`config.mk`:
```
export PLATFORM = sky130hd
export DESIGN_NAME = agu_top
export DESIGN_NICKNAME = d
export VERILOG_FILES = /design/src/rtl/agu_pkg.sv /design/src/rtl/agu_offset.sv /design/src/rtl/agu_desc_tbl.sv /design/src/rtl/agu_lane.sv /design/src/rtl/agu_top.sv
export SDC_FILE = /design/constraint.sdc
export NUM_CORES = 1
export LEC_CHECK = 0
export BUFFER_PORTS_ARGS = -buffer_cell sky130_fd_sc_hd__buf_2
export CORE_MARGIN = 5
export CORE_UTILIZATION = 40
export CTS_CLUSTER_DIAMETER = 40
export DETAILED_ROUTE_END_ITERATION = 8
export PLACE_DENSITY = 0.68
export SLEW_MARGIN = 10
export SYNTH_ARGS = -nofsm -noshare
export SYNTH_HDL_FRONTEND = slang
export SYNTH_SLANG_ARGS = --single-unit
```
`constraint.sdc`:
```
create_clock -name clk -period 11.2 [get_ports clk]
set_clock_uncertainty 0.1 [all_clocks]
set_input_delay 1.68 -clock clk [delete_from_list [all_inputs] [get_ports clk]]
set_output_delay 1.68 -clock clk [all_outputs]
set_load 0.03 [all_outputs]
```
`src/rtl/agu_pkg.sv`:
```
package agu_pkg;

    typedef enum logic [1:0] {
        SZ_BYTE  = 2'd0,
        SZ_WORD  = 2'd1,
        SZ_DWORD = 2'd2,
        SZ_DWALT = 2'd3
    } acc_size_e;

    typedef enum logic [1:0] {
        ST_IDLE = 2'd0,
        ST_ONE  = 2'd1,
        ST_TWO  = 2'd2,
        ST_FLT  = 2'd3
    } agu_state_e;

    localparam int unsigned LANES     = 4;
    localparam int unsigned LANE_BITS = 2;

endpackage

```
`src/rtl/agu_offset.sv`:
```
module agu_offset #(
    parameter int unsigned AW = 32
) (
    input  logic          base_en,
    input  logic [AW-1:0] base,
    input  logic          index_en,
    input  logic [AW-1:0] index,
    input  logic [1:0]    scale,
    input  logic [AW-1:0] disp,
    output logic [AW-1:0] offset
);
    logic [AW-1:0] base_term;
    logic [AW-1:0] index_term;

    always_comb begin
        base_term  = base_en ? base : '0;
        index_term = index_en ? (index << scale) : '0;
        offset     = base_term + index_term + disp;
    end
endmodule

```
`src/rtl/agu_desc_tbl.sv`:
```
module agu_desc_tbl #(
    parameter int unsigned AW    = 32,
    parameter int unsigned DEPTH = 8,
    localparam int unsigned IW   = $clog2(DEPTH)
) (
    input  logic          clk,
    input  logic          rst_n,
    input  logic          wr_en,
    input  logic [IW-1:0] wr_idx,
    input  logic [AW-1:0] wr_base,
    input  logic [IW-1:0] rd_idx,
    output logic [AW-1:0] rd_base,
    output logic          rd_loaded
);
    logic [AW-1:0] base_q   [DEPTH];
    logic [DEPTH-1:0] load_q;

    for (genvar e = 0; e < DEPTH; e++) begin : g_entry
        always_ff @(posedge clk) begin
            if (!rst_n) begin
                base_q[e] <= '0;
                load_q[e] <= 1'b0;
            end else if (wr_en && (wr_idx == IW'(e))) begin
                base_q[e] <= wr_base;
                load_q[e] <= 1'b1;
            end
        end
    end

    always_comb begin
        rd_base   = base_q[rd_idx];
        rd_loaded = load_q[rd_idx];
    end
endmodule

```
`src/rtl/agu_lane.sv`:
```
module agu_lane
    import agu_pkg::*;
(
    input  logic [LANE_BITS-1:0] lo_addr,
    input  logic [1:0]           size,
    output logic [LANES-1:0]     be1_n,
    output logic [LANES-1:0]     be2_n,
    output logic                 split
);
    logic [2*LANES-1:0] seed;
    logic [2*LANES-1:0] span;

    always_comb begin
        unique case (acc_size_e'(size))
            SZ_BYTE:  seed = 8'h01;
            SZ_WORD:  seed = 8'h03;
            SZ_DWORD: seed = 8'h0F;
            SZ_DWALT: seed = 8'h0F;
        endcase
        span  = seed << lo_addr;
        be1_n = ~span[LANES-1:0];
        be2_n = ~span[2*LANES-1:LANES];
        split = |span[2*LANES-1:LANES];
    end
endmodule

```
`src/rtl/agu_top.sv`:
```
module agu_top
    import agu_pkg::*;
#(
    parameter int unsigned AW        = 32,
    parameter int unsigned SEL_W     = 16,
    parameter int unsigned TBL_DEPTH = 8,
    parameter int unsigned IDX_LSB   = 3,
    parameter int unsigned PAGE_BITS = 12,
    localparam int unsigned TBL_IW   = $clog2(TBL_DEPTH),
    localparam int unsigned FRAME_W  = AW - PAGE_BITS,
    localparam int unsigned WA_W     = AW - LANE_BITS,
    localparam int unsigned PAD_W    = AW - SEL_W - 4
) (
    input  logic               clk,
    input  logic               rst_n,
    input  logic               req_valid,
    output logic               req_ready,
    input  logic               req_prot,
    input  logic               req_paging,
    input  logic [SEL_W-1:0]   req_selector,
    input  logic               req_base_en,
    input  logic [AW-1:0]      req_base,
    input  logic               req_index_en,
    input  logic [AW-1:0]      req_index,
    input  logic [1:0]         req_scale,
    input  logic [AW-1:0]      req_disp,
    input  logic [1:0]         req_size,
    input  logic [FRAME_W-1:0] req_frame,
    input  logic               tbl_we,
    input  logic [TBL_IW-1:0]  tbl_idx,
    input  logic [AW-1:0]      tbl_base,
    output logic               bus_valid,
    output logic [WA_W-1:0]    bus_addr,
    output logic [LANES-1:0]   bus_be_n,
    output logic               bus_split,
    output logic               bus_fault
);
    agu_state_e state_q, state_d;

    logic [AW-1:0]    offset;
    logic [AW-1:0]    seg_base;
    logic             seg_loaded;
    logic [AW-1:0]    real_lin;
    logic [AW-1:0]    prot_lin;
    logic [AW-1:0]    lin;
    logic [AW-1:0]    phys;
    logic             fault_c;
    logic             accept;
    logic [LANES-1:0] be1_c, be2_c;
    logic             split_c;

    logic [WA_W-1:0]  addr_q;
    logic [LANES-1:0] be1_q, be2_q;
    logic             split_q;

    agu_offset #(.AW(AW)) u_offset (
        .base_en  (req_base_en),
        .base     (req_base),
        .index_en (req_index_en),
        .index    (req_index),
        .scale    (req_scale),
        .disp     (req_disp),
        .offset   (offset)
    );

    agu_desc_tbl #(.AW(AW), .DEPTH(TBL_DEPTH)) u_tbl (
        .clk       (clk),
        .rst_n     (rst_n),
        .wr_en     (tbl_we),
        .wr_idx    (tbl_idx),
        .wr_base   (tbl_base),
        .rd_idx    (req_selector[IDX_LSB +: TBL_IW]),
        .rd_base   (seg_base),
        .rd_loaded (seg_loaded)
    );

    always_comb begin
        real_lin = {{PAD_W{1'b0}}, req_selector, 4'b0000} + offset;
        prot_lin = seg_base + offset;
        lin      = req_prot ? prot_lin : real_lin;
        fault_c  = req_prot & ~seg_loaded;
        phys     = req_paging ? {req_frame, lin[PAGE_BITS-1:0]} : lin;
    end

    agu_lane u_lane (
        .lo_addr (lin[LANE_BITS-1:0]),
        .size    (req_size),
        .be1_n   (be1_c),
        .be2_n   (be2_c),
        .split   (split_c)
    );

    assign req_ready = !((state_q == ST_ONE) && split_q);
    assign accept    = req_valid && req_ready;

    always_comb begin
        state_d = ST_IDLE;
        unique case (state_q)
            ST_ONE: begin
                if (split_q)      state_d = ST_TWO;
                else if (accept)  state_d = fault_c ? ST_FLT : ST_ONE;
            end
            ST_IDLE, ST_TWO, ST_FLT: begin
                if (accept)       state_d = fault_c ? ST_FLT : ST_ONE;
            end
        endcase
    end

    always_ff @(posedge clk) begin
        if (!rst_n) state_q <= ST_IDLE;
        else        state_q <= state_d;
    end

    always_ff @(posedge clk) begin
        if (!rst_n) begin
            addr_q  <= '0;
            be1_q   <= '1;
            be2_q   <= '1;
            split_q <= 1'b0;
        end else if (accept) begin
            addr_q  <= phys[AW-1:LANE_BITS];
            be1_q   <= be1_c;
            be2_q   <= be2_c;
            split_q <= split_c & ~fault_c;
        end
    end

    always_comb begin
        bus_valid = 1'b0;
        bus_addr  = '0;
        bus_be_n  = '1;
        bus_split = 1'b0;
        bus_fault = 1'b0;
        unique case (state_q)
            ST_IDLE: ;
            ST_ONE: begin
                bus_valid = 1'b1;
                bus_addr  = addr_q;
                bus_be_n  = be1_q;
                bus_split = split_q;
            end
            ST_TWO: begin
                bus_valid = 1'b1;
                bus_addr  = addr_q + WA_W'(1);
                bus_be_n  = be2_q;
                bus_split = 1'b1;
            end
            ST_FLT: bus_fault = 1'b1;
        endcase
    end
endmodule

```
== Word-level counts from Yosys, hierarchy flattened ==
Memory sizes are Yosys's and may differ from the RTL's.
Index checks and enable logic that the tools add are counted.
Word-level totals
  flip-flop bits (word level): 49
  memory bits (writable): 256
  bits of input ports: 179
  output and inout port bits: 38
  logic and storage cells: 116
  memories: 1
Cells by class
  add/subtract/negate cells: 5
  $lt $le $gt $ge: 1
  equal/unequal tests: 13
  shift-type cells: 2
  multiplexer cells: 49
  bitwise operators: 14
  reduce and logical (&&, ||, !) cells: 18
Memories
  u_tbl.base_q: words 8, bits a word 32, read ports 1, clocked after Yosys merged registers in 0, wr ports 8, RTL line agu_desc_tbl.sv:15  | logic [AW-1:0] base_q [DEPTH];
Operators by type and width (number)
  32-bit two-way mux: 12
  32-bit adder: 3
  30-bit one-hot mux with 2 select lines: 1
  20-bit by 32-bit adder with 32-bit output: 1
  32-bit by 2-bit << shifter with 32-bit output: 1
  30-bit by 1-bit adder with 30-bit output, second input constant: 1
  1-bit two-way mux: 28
  8-bit one-hot mux with 3 select lines: 1
  3-bit equality test, second input constant: 4
  1-bit logical AND: 10
  2-bit equality test, second input constant: 4
  4-bit NOT: 2
  1-bit OR: 8
  4-bit one-hot mux with 2 select lines: 1
  8-bit by 2-bit << shifter with 8-bit output: 1
  3-bit by 2-bit equality test with 1-bit output, second input constant: 2
  2-bit two-way mux: 3
  2-bit by 1-bit equality test with 1-bit output, second input constant: 2
  2-bit zero test: 2
  3-bit by 4-bit < comparator with 1-bit output, second input constant: 1
  2-bit one-hot mux with 2 select lines: 1
  2-bit OR reduction: 2
  4-bit OR reduction: 1
  1-bit binary-select mux with 3-bit select: 1
  7 further kinds: 9

== Logic depth before layout (Yosys ltp) ==
Gate-level depths: netlist (run 1).
  depth after elaboration: 9
  depth in mapped cells: 29
  gate-level depth less buffers: 27

== By module ==
From an unflattened synthesis (run 1), not the netlist that was laid out.
Second synthesis, totals
  cells, all modules: 1962
  area, all modules: 20738.6 um^2
Modules (own cells, without submodules)
  agu_desc_tbl: times used 1, cells an instance 762, area an instance 11628.7 um^2, seq. area each 7847.5 um^2
  agu_top: times used 1, cells an instance 790, area an instance 5554.1 um^2, seq. area each 820.8 um^2
  agu_offset: times used 1, cells an instance 396, area an instance 3463.3 um^2, seq. area each 0.0 um^2
  agu_lane: times used 1, cells an instance 14, area an instance 92.6 um^2, seq. area each 0.0 um^2

== Least setup slack after synthesis (run 1) ==
Ideal clock, no wire load.
  kind: input to register
  start point: input port req_scale[0]
  end point: register addr_q[29]
  setup time: 138 ps
  arrival time: 6959 ps
  setup slack: 4003 ps
  cell stages on the path: 28
  cell sequence: clkbuf_1 buf_1 mux2i_1 o21ai_0 and2_1 fa_1 inv_1 fa_1 nand2b_1 a21oi_1 o21a_1 o21ai_0 nand2b_1 a21o_2 a21oi_1 xnor2_1 ha_1 nand2_1 o21bai_1 a21boi_0 o2111ai_1 o31ai_1 o211ai_1 a31oi_1 nor3b_1 a41oi_1 xnor2_1 o221ai_1
Between the ends
  longest elaborated chain between the ends: 7
Ends and longest elaborated chain
  from (decl): RTL line agu_top.sv:25  | input logic [1:0] req_scale,
  32-bit by 2-bit << shifter with 32-bit output (*): RTL line agu_offset.sv:17  | index_term = index_en ? (index << scale) : '0;
  32-bit two-way mux (*): RTL line agu_offset.sv:17
  32-bit adder (*) (2 in series): RTL line agu_offset.sv:18  | offset = base_term + index_term + disp;
  20-bit by 32-bit adder with 32-bit output or 32-bit adder (tied branches): RTL line agu_top.sv:78, agu_top.sv:79
  32-bit two-way mux (*): RTL line agu_top.sv:80  | lin = req_prot ? prot_lin : real_lin;
  32-bit two-way mux (*): RTL line agu_top.sv:82  | phys = req_paging ? {req_frame, lin[PAGE_BITS-1:0]} : lin;
  to (signal assigned): RTL line agu_top.sv:121  | addr_q <= phys[AW-1:LANE_BITS];
  to (decl): RTL line agu_top.sv:52  | logic [WA_W-1:0] addr_q;
Every way passes the cells marked *; elsewhere a longest branch is shown, timed or not.
A chain may end at the register's enable or synchronous reset.

== Worst setup path after layout (run 1) ==
  start point: input port req_scale[1]
  end point: register addr_q[27]
The elaborated chain is that of the path after synthesis.

==> PnR_summary.wiki, run 1 <==
{| class="wikitable"
! Metric !! Value
|-
| Status || finished, final reports clean
|-
| First-pass GRT wire length || 93800 µm
|-
| Setup total negative slack || 0 ps
|-
| EDFF count, synth || 256
|-
| Antenna violations before repair || 8
|-
| Startpoint of the most critical register-to-register path || u_tbl.base_q[3][6]
|-
| Overall power of the completed layout || between 4 and 5 mW
|-
| Worst min-delay path startpoint || u_tbl.load_q[0]
|-
| Cell type with the highest occurrence count on the critical path || sky130_fd_sc_hd__a21oi_1
|-
| Number of levels the H-tree was split into || 2
|-
| Slew HR || 0.264
|-
| Vertical die dimension || 236 µm
|-
| CTS Sinks || 304
|-
| Routed via count || about 16k
|-
| Setup repair after global routing missed its margin || false
|-
| RR Endpoint || addr_q[29]
|-
| Sequential-to-total area share from yosys stat || 0.424
|-
| Cells traversed along the worst timing path || buf_2, inv_1, o211a_1, fa_1, ha_1, a211oi_1, o21ai_0, a31oi_1, a21oi_1, nor2_1, o21ai_0, a21oi_1, xnor2_1, ha_1, a21oi_1, nand2_1, nor4_1, o31ai_1, o211a_1, o21a_1, o21a_1, o311ai_0, a31oi_1
|-
| Vias in the first global route || 16.2k
|-
| Crit path time final || 7640 ps
|-
| Yosys warning count || 0
|-
| Cells on Worst Hold Path || 1
|-
| Number of optimization iterations in the first detailed-route pass || 7
|-
| CP max stage cell || sky130_fd_sc_hd__inv_1
|-
| Fraction of synthesis flops using an asynchronous set or reset pin || 0
|-
| Clk Latency, worst-skew pair || 540 ps
|-
| P_leak || 9.37 nW
|-
| Post-route setup slack || roughly 3600 ps
|-
| Endpoint kind of the worst setup timing path || flip-flop
|-
| Classification of the worst-slack hold path || flip-flop to flip-flop
|-
| Worst setup slack after placement || approximately 3100 ps
|-
| Final hold violation count || 0
|-
| Synthesized net count || 2218
|-
| Width of the die || roughly 240 µm
|-
| Row count || 82
|-
| Total area of multi-input combinational cells || 0.0113 mm²
|-
| Pin count of the biggest net entering global routing || 63
|-
| Hold Path Sink || u_tbl.load_q[0]
|-
| Number of buffers on the longest clock path || 3
|-
| Critical Path Start Type || input port
|-
| Share of final-layout standard cells stronger than drive strength 1 || 0.201
|-
| Clock Tree Root || sky130_fd_sc_hd__clkbuf_16
|-
| Pwr per Cell Area || between 150 and 200 mW/mm²
|-
| Placed cell count || approximately 2.7k
|-
| Area taken by flip-flops and latches || 0.00865 mm²
|-
| Starting DRT DRC Count || 1478
|-
| # Max-Cap Violations || 0
|-
| Post-synthesis cell type count || between 80 and 90
|-
| Count of cells along the worst register-to-register path || 14
|-
| Total global-route track usage || 0.211
|-
| Worst IR Drop VDD || 0.105 mV
|-
| Crit Path Max Fanout || 33
|-
| Area grow syn2layout || 14.9%
|-
| ANT nets after route || 0
|-
| Area inside the core boundary || 0.0503 mm²
|-
| Synthesized area per cell || 10.6 µm²
|-
| Register-to-Register Setup Slack || 6990 ps
|-
| Hold bufs inserted after CTS || 0
|-
| Initial core utilization || 0.406
|-
| Netlist area before placement || 0.0204 mm²
|-
| Routed vias/inst || 5.66
|-
| Critical Path Max Stage Delay || 580 ps
|-
| Final global-route overflow total || 0
|-
| Number of buffers and inverters on the critical path || 2
|-
| Arrival time at the worst endpoint || between 7000 and 8000 ps
|-
| Crit path max-delay family || compound AO/OA/AOI/OAI gates
|-
| Weighted congestion at the end of routability-driven global placement || approximately 0.96
|-
| Layout Nets || 2396
|-
| Detailed Route WL || 60300 µm
|-
| Maximum frequency from static timing analysis || approximately 130 MHz
|-
| Top_reg_cell synth || sky130_fd_sc_hd__edfxtp_1
|-
| Per-cell routed wire length || 21.5 µm
|-
| Total clock buffers created by CTS || 38
|-
| Number of instances in the synthesized netlist || roughly 1.9k
|-
| Count of pins over their slew limit || 0
|-
| Ratio of final minimum period to clock period || 0.682
|-
| Clock tree from TritonCTS || done
|-
| Count of placed standard cells in the final layout, fillers left out || ~2.8k
|-
| Area of the die || 0.0556 mm²
|-
| Worst Tran Pin Value || 1100 ps
|-
| # resized after CTS || 0
|-
| Setup violators final || 0
|-
| Type of the worst setup path || input port to flip-flop
|-
| # port buffers || 216
|-
| Synthesized flop and latch total || 304
|-
| Detailed-placement wirelength estimate || 41600 µm
|-
| Clock transition time at the flip-flop clock pins of the worst setup and hold paths || 60 ps
|-
| Top Ports || 217
|-
| Fill cells || 4668
|-
| # Post-CTS Setup Buffers || 0
|-
| Remaining design rule violation count || 0
|-
| Required time worst endpoint || 11490 ps
|}
[through the flow]
step           utilization  area [µm²]  hold slack (ps)
2_1_floorplan            -       20400              321
3_3_place_gp         0.441       22200              329
3_5_place_dp         0.441       22200              340
4_1_cts              0.466       23400              356
5_1_grt              0.466       23400              367
6_report             0.466       23400              352
[state kept, by name (all words and copies together) (netlist names)]
register / count
state_q: 2
u_tbl.load_q: 8
u_tbl.base_q: 256
be1_q: 4
be2_q: 3
split_q: 1
addr_q: 30
[metal layers]
metal / global-route usage / wire, µm
met2: 0.358 / 29100
met5: 0 / 90
met3: 0.0340 / 4020
met4: 0.0494 / 1500
met1: 0.285 / 25500
[power breakdown]
| group | internal [mW] | switching (mW) |
|---|---|---|
| Sequential | 1.31 | 0.0486 |
| Clock | 0.721 | 0.494 |
| Combinational | 0.623 | 0.917 |
| Total | 2.66 | 1.46 |
[synthesized netlist by cell type (all sizes together), types with 4 or more instances]
cell type	n	area share
and2	298	0.092
edfxtp	256	0.38
nand2	156	0.029
a21oi	115	0.029
nor2	103	0.019
o21ai	92	0.023
ha	83	0.051
clkbuf	82	0.015
mux4	66	0.073
xnor2	51	0.022
and3	50	0.016
dfxtp	48	0.047
inv	40	0.0074
a21o	39	0.014
mux2i	38	0.019
fa	34	0.033
mux2	34	0.019
nand3	34	0.0090
nor3	33	0.0081
a211oi	23	0.0087
buf	18	0.0037
o211ai	18	0.0069
xor2	18	0.0077
nand2b	17	0.0052
a31oi	15	0.0046
nor2b	14	0.0043
nand3b	13	0.0048
a311oi	11	0.0047
o21a	11	0.0040
or3	10	0.0033
nand4	9	0.0028
o31ai	9	0.0036
a21boi	7	0.0026
o21bai	7	0.0026
a211o	6	0.0026
a41oi	6	0.0026
a221oi	5	0.0025
o211a	4	0.0020
[logic make-up after synthesis]
logic type,Yosys count,synth area share
buffers and inverters,143,0.0267
adders and majority gates,117,0.0843
and+or+nand+nor,757,0.201
muxes,138,0.110
xor gates and xnor gates,69,0.0296
DFF,304,0.424
AOI/OAI and AO/OA,394,0.125
[layout make-up]
cell class,count,share of cell area
multi-input cells,1475,0.481
inverters,43,0.00689
diodes,2,0.000214
clock buffers,47,0.0429
clock inverters,22,0.0110
flip-flops and latches,304,0.369
well taps,672,0.0359
repair buffers,238,0.0533
[cells in the final DEF (no fill, tap or decap), types with 18 or more instances in the layout]
cell type / n
sky130_fd_sc_hd__buf_2: 215
sky130_fd_sc_hd__buf_4: 23
sky130_fd_sc_hd__a21o_1: 38
sky130_fd_sc_hd__mux2_2: 34
sky130_fd_sc_hd__inv_1: 40
sky130_fd_sc_hd__ha_1: 83
sky130_fd_sc_hd__nor2_1: 103
sky130_fd_sc_hd__fa_1: 34
sky130_fd_sc_hd__a21oi_1: 113
sky130_fd_sc_hd__nor3_1: 31
sky130_fd_sc_hd__and3_1: 49
sky130_fd_sc_hd__and2_1: 297
sky130_fd_sc_hd__edfxtp_1: 256
sky130_fd_sc_hd__dfxtp_1: 48
sky130_fd_sc_hd__nand2_1: 155
sky130_fd_sc_hd__o21ai_0: 75
sky130_fd_sc_hd__nand3_1: 33
sky130_fd_sc_hd__clkbuf_16: 38
sky130_fd_sc_hd__mux2i_1: 38
sky130_fd_sc_hd__xnor2_1: 51
sky130_fd_sc_hd__a211oi_1: 22
sky130_fd_sc_hd__mux4_2: 66
sky130_fd_sc_hd__xor2_1: 18
[how the worst max path moves through the flow]
stage,slack [ps],end,from,cells past startpoint
6_report,3560,addr_q[27],req_scale[1],23
5_1_grt,3080,addr_q[27],req_scale[1],23
4_1_cts,3660,addr_q[27],req_scale[1],23
3_5_place_dp,3110,addr_q[27],req_scale[1],23
3_3_place_gp,3180,addr_q[27],req_scale[1],23
2_1_floorplan,4000,addr_q[29],req_scale[0],28
Note: power is estimated with default switching activity, not from simulation.
==> run 2: changes to the inputs <==
- clock period: 11.2 -> 7.4 ns (I/O delays scaled with it)
==> PnR_summary.wiki, run 2 (synthesized netlist as in run 1, its figures left out) <==
{| class="wikitable"
! Metric !! Value
|-
| Share of final-layout standard cells stronger than drive strength 1 || 0.206 (+0.00539)
|-
| Clock tree from TritonCTS || done
|-
| Area grow syn2layout || 15.6%
|-
| # Post-CTS Setup Buffers || 0 (unchanged)
|-
| Area of the die || 0.0556 mm² (unchanged)
|-
| Final worst hold slack || 346 ps (-5.89 ps)
|-
| Commonest non-fill, non-tap cell in the layout || sky130_fd_sc_hd__and2_1
|-
| Initial core utilization || 0.406 (unchanged)
|-
| Detailed-placement wirelength estimate || 42100 µm (+1.0%)
|-
| Cells traversed along the worst timing path || buf_2, buf_4, mux2i_1, nand2_1, and3_1, fa_1, ha_1, a21oi_1, o21ai_1, a221oi_2, o211a_1, a21oi_2, or4b_4, nand3_4, ha_1, a21o_1, a21o_1, a41oi_1, nand2_1, or3_1, a211oi_1, o31ai_2
|-
| Arrival time at the worst endpoint || 7040 ps (-880 ps)
|-
| Pwr per Cell Area || 266 mW/mm² (+51%)
|-
| Setup total negative slack || 0 ps (unchanged)
|-
| Crit Path Max Fanout || 18 (-45%)
|-
| Crit path max-delay family || compound AO/OA/AOI/OAI gates
|-
| P_leak || 9.45 nW (+0.86%)
|-
| Row count || 82 (unchanged)
|-
| Routed via count || 15.9k (-0.057%)
|-
| Setup repair after global routing missed its margin || false
|-
| Length of routed wiring on met1 || 24900 µm (-2.4%)
|-
| Ratio of final minimum period to clock period || 0.910
|-
| Remaining design rule violation count || 0 (unchanged)
|-
| Total met2 wirelength after detailed routing || 28800 µm (-1.2%)
|-
| Layout Nets || 2414 (+0.75%)
|-
| Maximum frequency from static timing analysis || between 100 and 150 MHz
|-
| Flip-flop count of the largest register after layout || 256 (unchanged)
|-
| Worst IR Drop VDD || 0.172 mV (+64%)
|-
| Vias in the first global route || 16.0k (-1.2%)
|-
| Routed vias/inst || 5.61 (-0.84%)
|-
| Starting DRT DRC Count || 1454 (-1.6%)
|-
| Area inside the core boundary || 0.0503 mm² (unchanged)
|-
| Uppermost routed layer || met5
|-
| Width of the die || 236 µm (unchanged)
|-
| Clock transition time at the flip-flop clock pins of the worst setup and hold paths || 50 ps (about the same)
|-
| Weighted congestion at the end of routability-driven global placement || 0.979 (+1.7%)
|-
| Total global-route track usage || 0.208 (-0.00235)
|-
| # resized after CTS || 0 (unchanged)
|-
| CP max stage cell || sky130_fd_sc_hd__a221oi_2
|-
| Critical Path Max Stage Delay || 630 ps (+50 ps)
|-
| Endpoint kind of the worst setup timing path || flip-flop
|-
| Number of buffers and inverters on the critical path || 2 (unchanged)
|-
| Type of the worst setup path || input port to flip-flop
|-
| ANT nets after route || 0 (unchanged)
|-
| Slew HR || 0.223 (-0.0406)
|-
| Met3 wire length || 4240 µm (+5.6%)
|-
| Number of buffers on the longest clock path || 3 (unchanged)
|-
| Final global-route overflow total || 0 (unchanged)
|-
| Antenna violations before repair || 5 (-3)
|-
| Biggest registers after layout || u_tbl.base_q x256, addr_q x30, u_tbl.load_q x8
|-
| Final hold violation count || 0 (unchanged)
|-
| Count of placed standard cells in the final layout, fillers left out || 2825 (+0.78%)
|-
| Critical Path Start Type || input port
|-
| CTS Sinks || 304 (unchanged)
|-
| Per-cell routed wire length || 21.2 µm (-1.6%)
|-
| Classification of the worst-slack hold path || flip-flop to flip-flop
|-
| # port buffers || 216 (unchanged)
|-
| Total clock buffers created by CTS || 43 (+13%)
|-
| First-pass GRT wire length || 92100 µm (-1.8%)
|-
| Clock Tree Root || sky130_fd_sc_hd__clkbuf_16
|-
| Worst Tran Pin Value || 1170 ps (+60.8 ps)
|-
| Pin count of the biggest net entering global routing || 48 (-24%)
|-
| Crit path time final || a little under 7000 ps
|-
| Most used cells in the layout excluding fill and tap cells || 297 x sky130_fd_sc_hd__and2_1, 256 x sky130_fd_sc_hd__edfxtp_1, 215 x sky130_fd_sc_hd__buf_2, 155 x sky130_fd_sc_hd__nand2_1, 113 x sky130_fd_sc_hd__a21oi_1
|-
| Detailed Route WL || 59800 µm (-0.79%)
|-
| Register ranked first by flip-flop count || u_tbl.base_q
|-
| Hold bufs inserted after CTS || 0 (unchanged)
|-
| Required time worst endpoint || 7700 ps (-3790 ps)
|-
| Status || finished, final reports clean
|-
| Number of levels the H-tree was split into || 2 (unchanged)
|-
| Setup violators final || 0 (unchanged)
|-
| Vertical die dimension || 236 µm (unchanged)
|-
| Number of optimization iterations in the first detailed-route pass || 5 (-2)
|-
| Clk Latency, worst-skew pair || 550 ps (about the same)
|-
| Placed cell count || 2745 (+0.48%)
|-
| # Max-Cap Violations || 0 (unchanged)
|-
| Top Ports || 217 (unchanged)
|-
| Count of pins over their slew limit || 0 (unchanged)
|}
-- run 2: final cells by class --
class,instances,area [µm²]
Fill cell,4655,26700
Tap cell,672,841
Inverter,43,161
Multi-Input combinational cell,1475,11300
Sequential cell,304,8650
Clock buffer,50,1100
Clock inverter,28,209
Timing Repair Buffer,251,1350
Antenna cell,2,5.00
-- run 2: stage by stage --
stage	setup slack (ps)	total power [mW]	utilization	instance area, µm²
final	666	6.27	0.469	23600
after global routing	351	6.62	0.469	23600
after CTS	744	6.28	0.469	23600
after detailed placement	194	4.39	0.443	22300
after global placement	203	4.34	0.443	22300
after floorplan	773	3.75	-	20400
-- run 2: routing by layer --
layer,GRT usage,up-vias
li1,-,7471
met1,0.274,7696
met2,0.353,574
met3,0.0366,109
met4,0.0639,8
met5,0,-
-- run 2: worst paths after layout --
kind | start | endpoint | slack [ps] | cells after the start
worst max register to register | u_tbl.base_q[3][0] | addr_q[28] | 3040 | 16
worst min-delay path | u_tbl.load_q[1] | u_tbl.load_q[1] | 350 | 1
worst max-delay path | req_scale[0] | addr_q[28] | 670 | 22
worst min register to register | u_tbl.load_q[1] | u_tbl.load_q[1] | 350 | 1
-- run 2: power breakdown --
part / total, mW / leakage [nW] / internal [mW] / switching (mW)
logic: 2.33 / 5.96 / 0.957 / 1.37
clock network: 1.88 / 0.623 / 1.11 / 0.766
registers: 2.06 / 2.87 / 1.99 / 0.0740
==> run 3: changes to the inputs <==
- CTS_BUF_LIST: default -> sky130_fd_sc_hd__clkbuf_2 sky130_fd_sc_hd__clkbuf_4 sky130_fd_sc_hd__clkbuf_8
- GPL_TIMING_DRIVEN: default -> 0
==> PnR_summary.wiki, run 3 (synthesized netlist as in run 1, its figures left out) <==
{| class="wikitable"
! Metric !! Value
|-
| Per-cell routed wire length || 22.0 µm (+4.1%)
|-
| Weighted congestion at the end of routability-driven global placement || 0.970 (-0.87%)
|-
| Flip-flop count of the largest register after layout || 256 (unchanged)
|-
| Layout Nets || 2499 (+3.5%)
|-
| ANT nets after route || 0 (unchanged)
|-
| # port buffers || 214 (-0.93%)
|-
| First-pass GRT wire length || 96500 µm (+4.8%)
|-
| Vertical die dimension || 236 µm (unchanged)
|-
| Total global-route track usage || 0.221 (+0.0127)
|-
| # Max-Cap Violations || 0 (unchanged)
|-
| Status || finished, final reports clean
|-
| Number of buffers and inverters on the critical path || 2 (unchanged)
|-
| Area grow syn2layout || 16.5%
|-
| Vias in the first global route || 16.4k (+2.4%)
|-
| Classification of the worst-slack hold path || flip-flop to flip-flop
|-
| Worst Tran Pin Value || 1200 ps (+36.3 ps)
|-
| Critical Path Max Stage Delay || 820 ps (+190 ps)
|-
| Detailed Route WL || 64300 µm (+7.6%)
|-
| Starting DRT DRC Count || 1522 (+4.7%)
|-
| Number of buffers on the longest clock path || 3 (unchanged)
|-
| Final global-route overflow total || 0 (unchanged)
|-
| Clock transition time at the flip-flop clock pins of the worst setup and hold paths || 60 ps (about the same)
|-
| Clk Latency, worst-skew pair || 630 ps (+80 ps)
|-
| Row count || 82 (unchanged)
|-
| Fill cells || 4724 (+1.5%)
|-
| Commonest non-fill, non-tap cell in the layout || sky130_fd_sc_hd__and2_1
|-
| Core Util, Final || 0.473 (+0.00381)
|-
| Detailed-placement wirelength estimate || 49400 µm (+17%)
|-
| Top Ports || 217 (unchanged)
|-
| Register ranked first by flip-flop count || u_tbl.base_q
|-
| Count of pins over their slew limit || 0 (unchanged)
|-
| CTS Sinks || 304 (unchanged)
|-
| Share of final-layout standard cells stronger than drive strength 1 || 0.199 (-0.00720)
|-
| Overall power of the completed layout || 6.08 mW (-3.1%)
|-
| Width of the die || 236 µm (unchanged)
|-
| Total clock buffers created by CTS || 52 (+21%)
|-
| Antenna violations before repair || 6 (+1)
|-
| Area of the die || 0.0556 mm² (unchanged)
|-
| Number of levels the H-tree was split into || 2 (unchanged)
|-
| Routed via count || 16.6k (+4.5%)
|-
| Arrival time at the worst endpoint || 7410 ps (+370 ps)
|-
| Post-route setup slack || 338 ps (-327 ps)
|-
| CP max stage cell || sky130_fd_sc_hd__a311oi_1
|-
| Critical Path Start Type || input port
|-
| Slew HR || 0.199 (-0.0242)
|-
| Required time worst endpoint || 7750 ps (+50 ps)
|-
| Pin count of the biggest net entering global routing || 18 (-63%)
|-
| Count of placed standard cells in the final layout, fillers left out || 2919 (+3.3%)
|-
| Number of optimization iterations in the first detailed-route pass || 7 (+2)
|-
| Area inside the core boundary || 0.0503 mm² (unchanged)
|-
| Biggest registers after layout || u_tbl.base_q x256, addr_q x30, u_tbl.load_q x8
|-
| Crit path max-delay family || compound AO/OA/AOI/OAI gates
|-
| Maximum frequency from static timing analysis || 142 MHz (-4.6%)
|-
| Final hold violation count || 0 (unchanged)
|-
| Clock Tree Root || sky130_fd_sc_hd__clkbuf_8
|-
| Setup total negative slack || 0 ps (unchanged)
|-
| Worst IR Drop VDD || 0.129 mV (-25%)
|-
| Setup violators final || 0 (unchanged)
|-
| Ratio of final minimum period to clock period || 0.954 (+0.0442)
|-
| Routed vias/inst || 5.68 (+1.1%)
|-
| P_leak || 9.48 nW (+0.29%)
|-
| Crit path time final || 7060 ps (+327 ps)
|-
| Pwr per Cell Area || 256 mW/mm² (-3.9%)
|-
| Most used cells in the layout excluding fill and tap cells || 297 x sky130_fd_sc_hd__and2_1, 256 x sky130_fd_sc_hd__edfxtp_1, 216 x sky130_fd_sc_hd__buf_2, 155 x sky130_fd_sc_hd__nand2_1, 113 x sky130_fd_sc_hd__a21oi_1
|-
| Cell type with the highest occurrence count on the critical path || sky130_fd_sc_hd__and3_1
|-
| Clock tree from TritonCTS || done
|-
| Type of the worst setup path || input port to flip-flop
|-
| Worst setup slack after placement || -435 ps (-629 ps)
|-
| Crit Path Max Fanout || 10 (-8)
|-
| Initial core utilization || 0.406 (unchanged)
|-
| Endpoint kind of the worst setup timing path || flip-flop
|-
| Placed cell count || 2821 (+2.8%)
|-
| Remaining design rule violation count || 0 (unchanged)
|-
| Cells traversed along the worst timing path || clkbuf_1, buf_1, mux2i_1, nand2_1, and3_1, fa_1, ha_1, a21oi_1, o21ai_0, a221oi_1, mux2i_1, o31ai_1, a311oi_1, ha_1, and3_1, and3_1, a21oi_1, nand4_1, nor3b_1, a41oi_1, xnor2_1, o221ai_1
|}
-- run 3: cell count changes in the layout (fill, tap and decap cells not counted), sizes merged --
| cell | before | now |
|---|---|---|
| diode | 2 | 3 |
| clkbuf | 50 | 153 |
| clkinvlp | 7 | 2 |
| clkinv | 17 | 21 |
| buf | 251 | 244 |
| bufinv | 1 | 2 |
| inv | 46 | 43 |
-- run 3: area by class of cell --
class | instances | area (µm²) | area share
Antenna cell | 3 | 7.51 | 0.000316
Timing Repair Buffer | 227 | 1350 | 0.0570
Multi-Input combinational cell | 1475 | 11300 | 0.476
Clock inverter | 25 | 200 | 0.00842
Tap cell | 672 | 841 | 0.0354
Inverter | 43 | 161 | 0.00679
Clock buffer | 70 | 851 | 0.0358
Buffer | 100 | 388 | 0.0163
Sequential cell | 304 | 8650 | 0.364
-- run 3: worst register-to-register path: stages, from the launching register on --
cell	delay, ps
sky130_fd_sc_hd__edfxtp_1	350
sky130_fd_sc_hd__mux4_2	500
sky130_fd_sc_hd__mux2_2	340
sky130_fd_sc_hd__ha_1	240
sky130_fd_sc_hd__inv_1	70
sky130_fd_sc_hd__fa_1	190
sky130_fd_sc_hd__nor2b_1	60
sky130_fd_sc_hd__o21a_1	190
sky130_fd_sc_hd__o21ai_1	220
sky130_fd_sc_hd__a31oi_1	190
sky130_fd_sc_hd__o211ai_1	330
sky130_fd_sc_hd__a22oi_1	190
sky130_fd_sc_hd__o21ai_1	240
sky130_fd_sc_hd__a21oi_1	120
sky130_fd_sc_hd__or3_1	340
sky130_fd_sc_hd__a211oi_1	400
sky130_fd_sc_hd__o31ai_2	120
-- run 3: metal layers --
layer / wire length [µm] / global-route usage
met4: 1950 / 0.0654
met5: 46 / 0
met1: 26300 / 0.290
met2: 30600 / 0.371
met3: 5390 / 0.0464
-- run 3: where the power goes --
group | leakage, nW | internal, mW | switching, mW | total, mW
sequential | 2.87 | 1.99 | 0.0713 | 2.06
clock | 0.552 | 0.830 | 0.720 | 1.55
combinational | 6.06 | 0.968 | 1.50 | 2.47
-- run 3: final timing paths --
check / start / endpoint / slack [ps] / cells after the start
worst max register to register: u_tbl.base_q[7][0] / addr_q[28] / 3050 / 16
worst min register to register: u_tbl.load_q[4] / u_tbl.load_q[4] / 360 / 1
worst max-delay path: req_scale[0] / addr_q[29] / 340 / 22
worst min-delay path: u_tbl.load_q[4] / u_tbl.load_q[4] / 360 / 1
-- run 3: stage by stage --
step                      area (µm²)  hold WS [ps]
final                          23800           356
after global routing           23800           387
after CTS                      23700           359
after detailed placement       22700           344
after global placement         22300           329
after floorplan                20400           321
-- run 3: what timing repair did --
| item | CTS | global route |
|---|---|---|
| hold buffers | 0 | 0 |
| setup buffers | 0 | 0 |
| gates resized for setup | 0 | 6 |
| endpoints found under the setup margin | 0 | 11 |
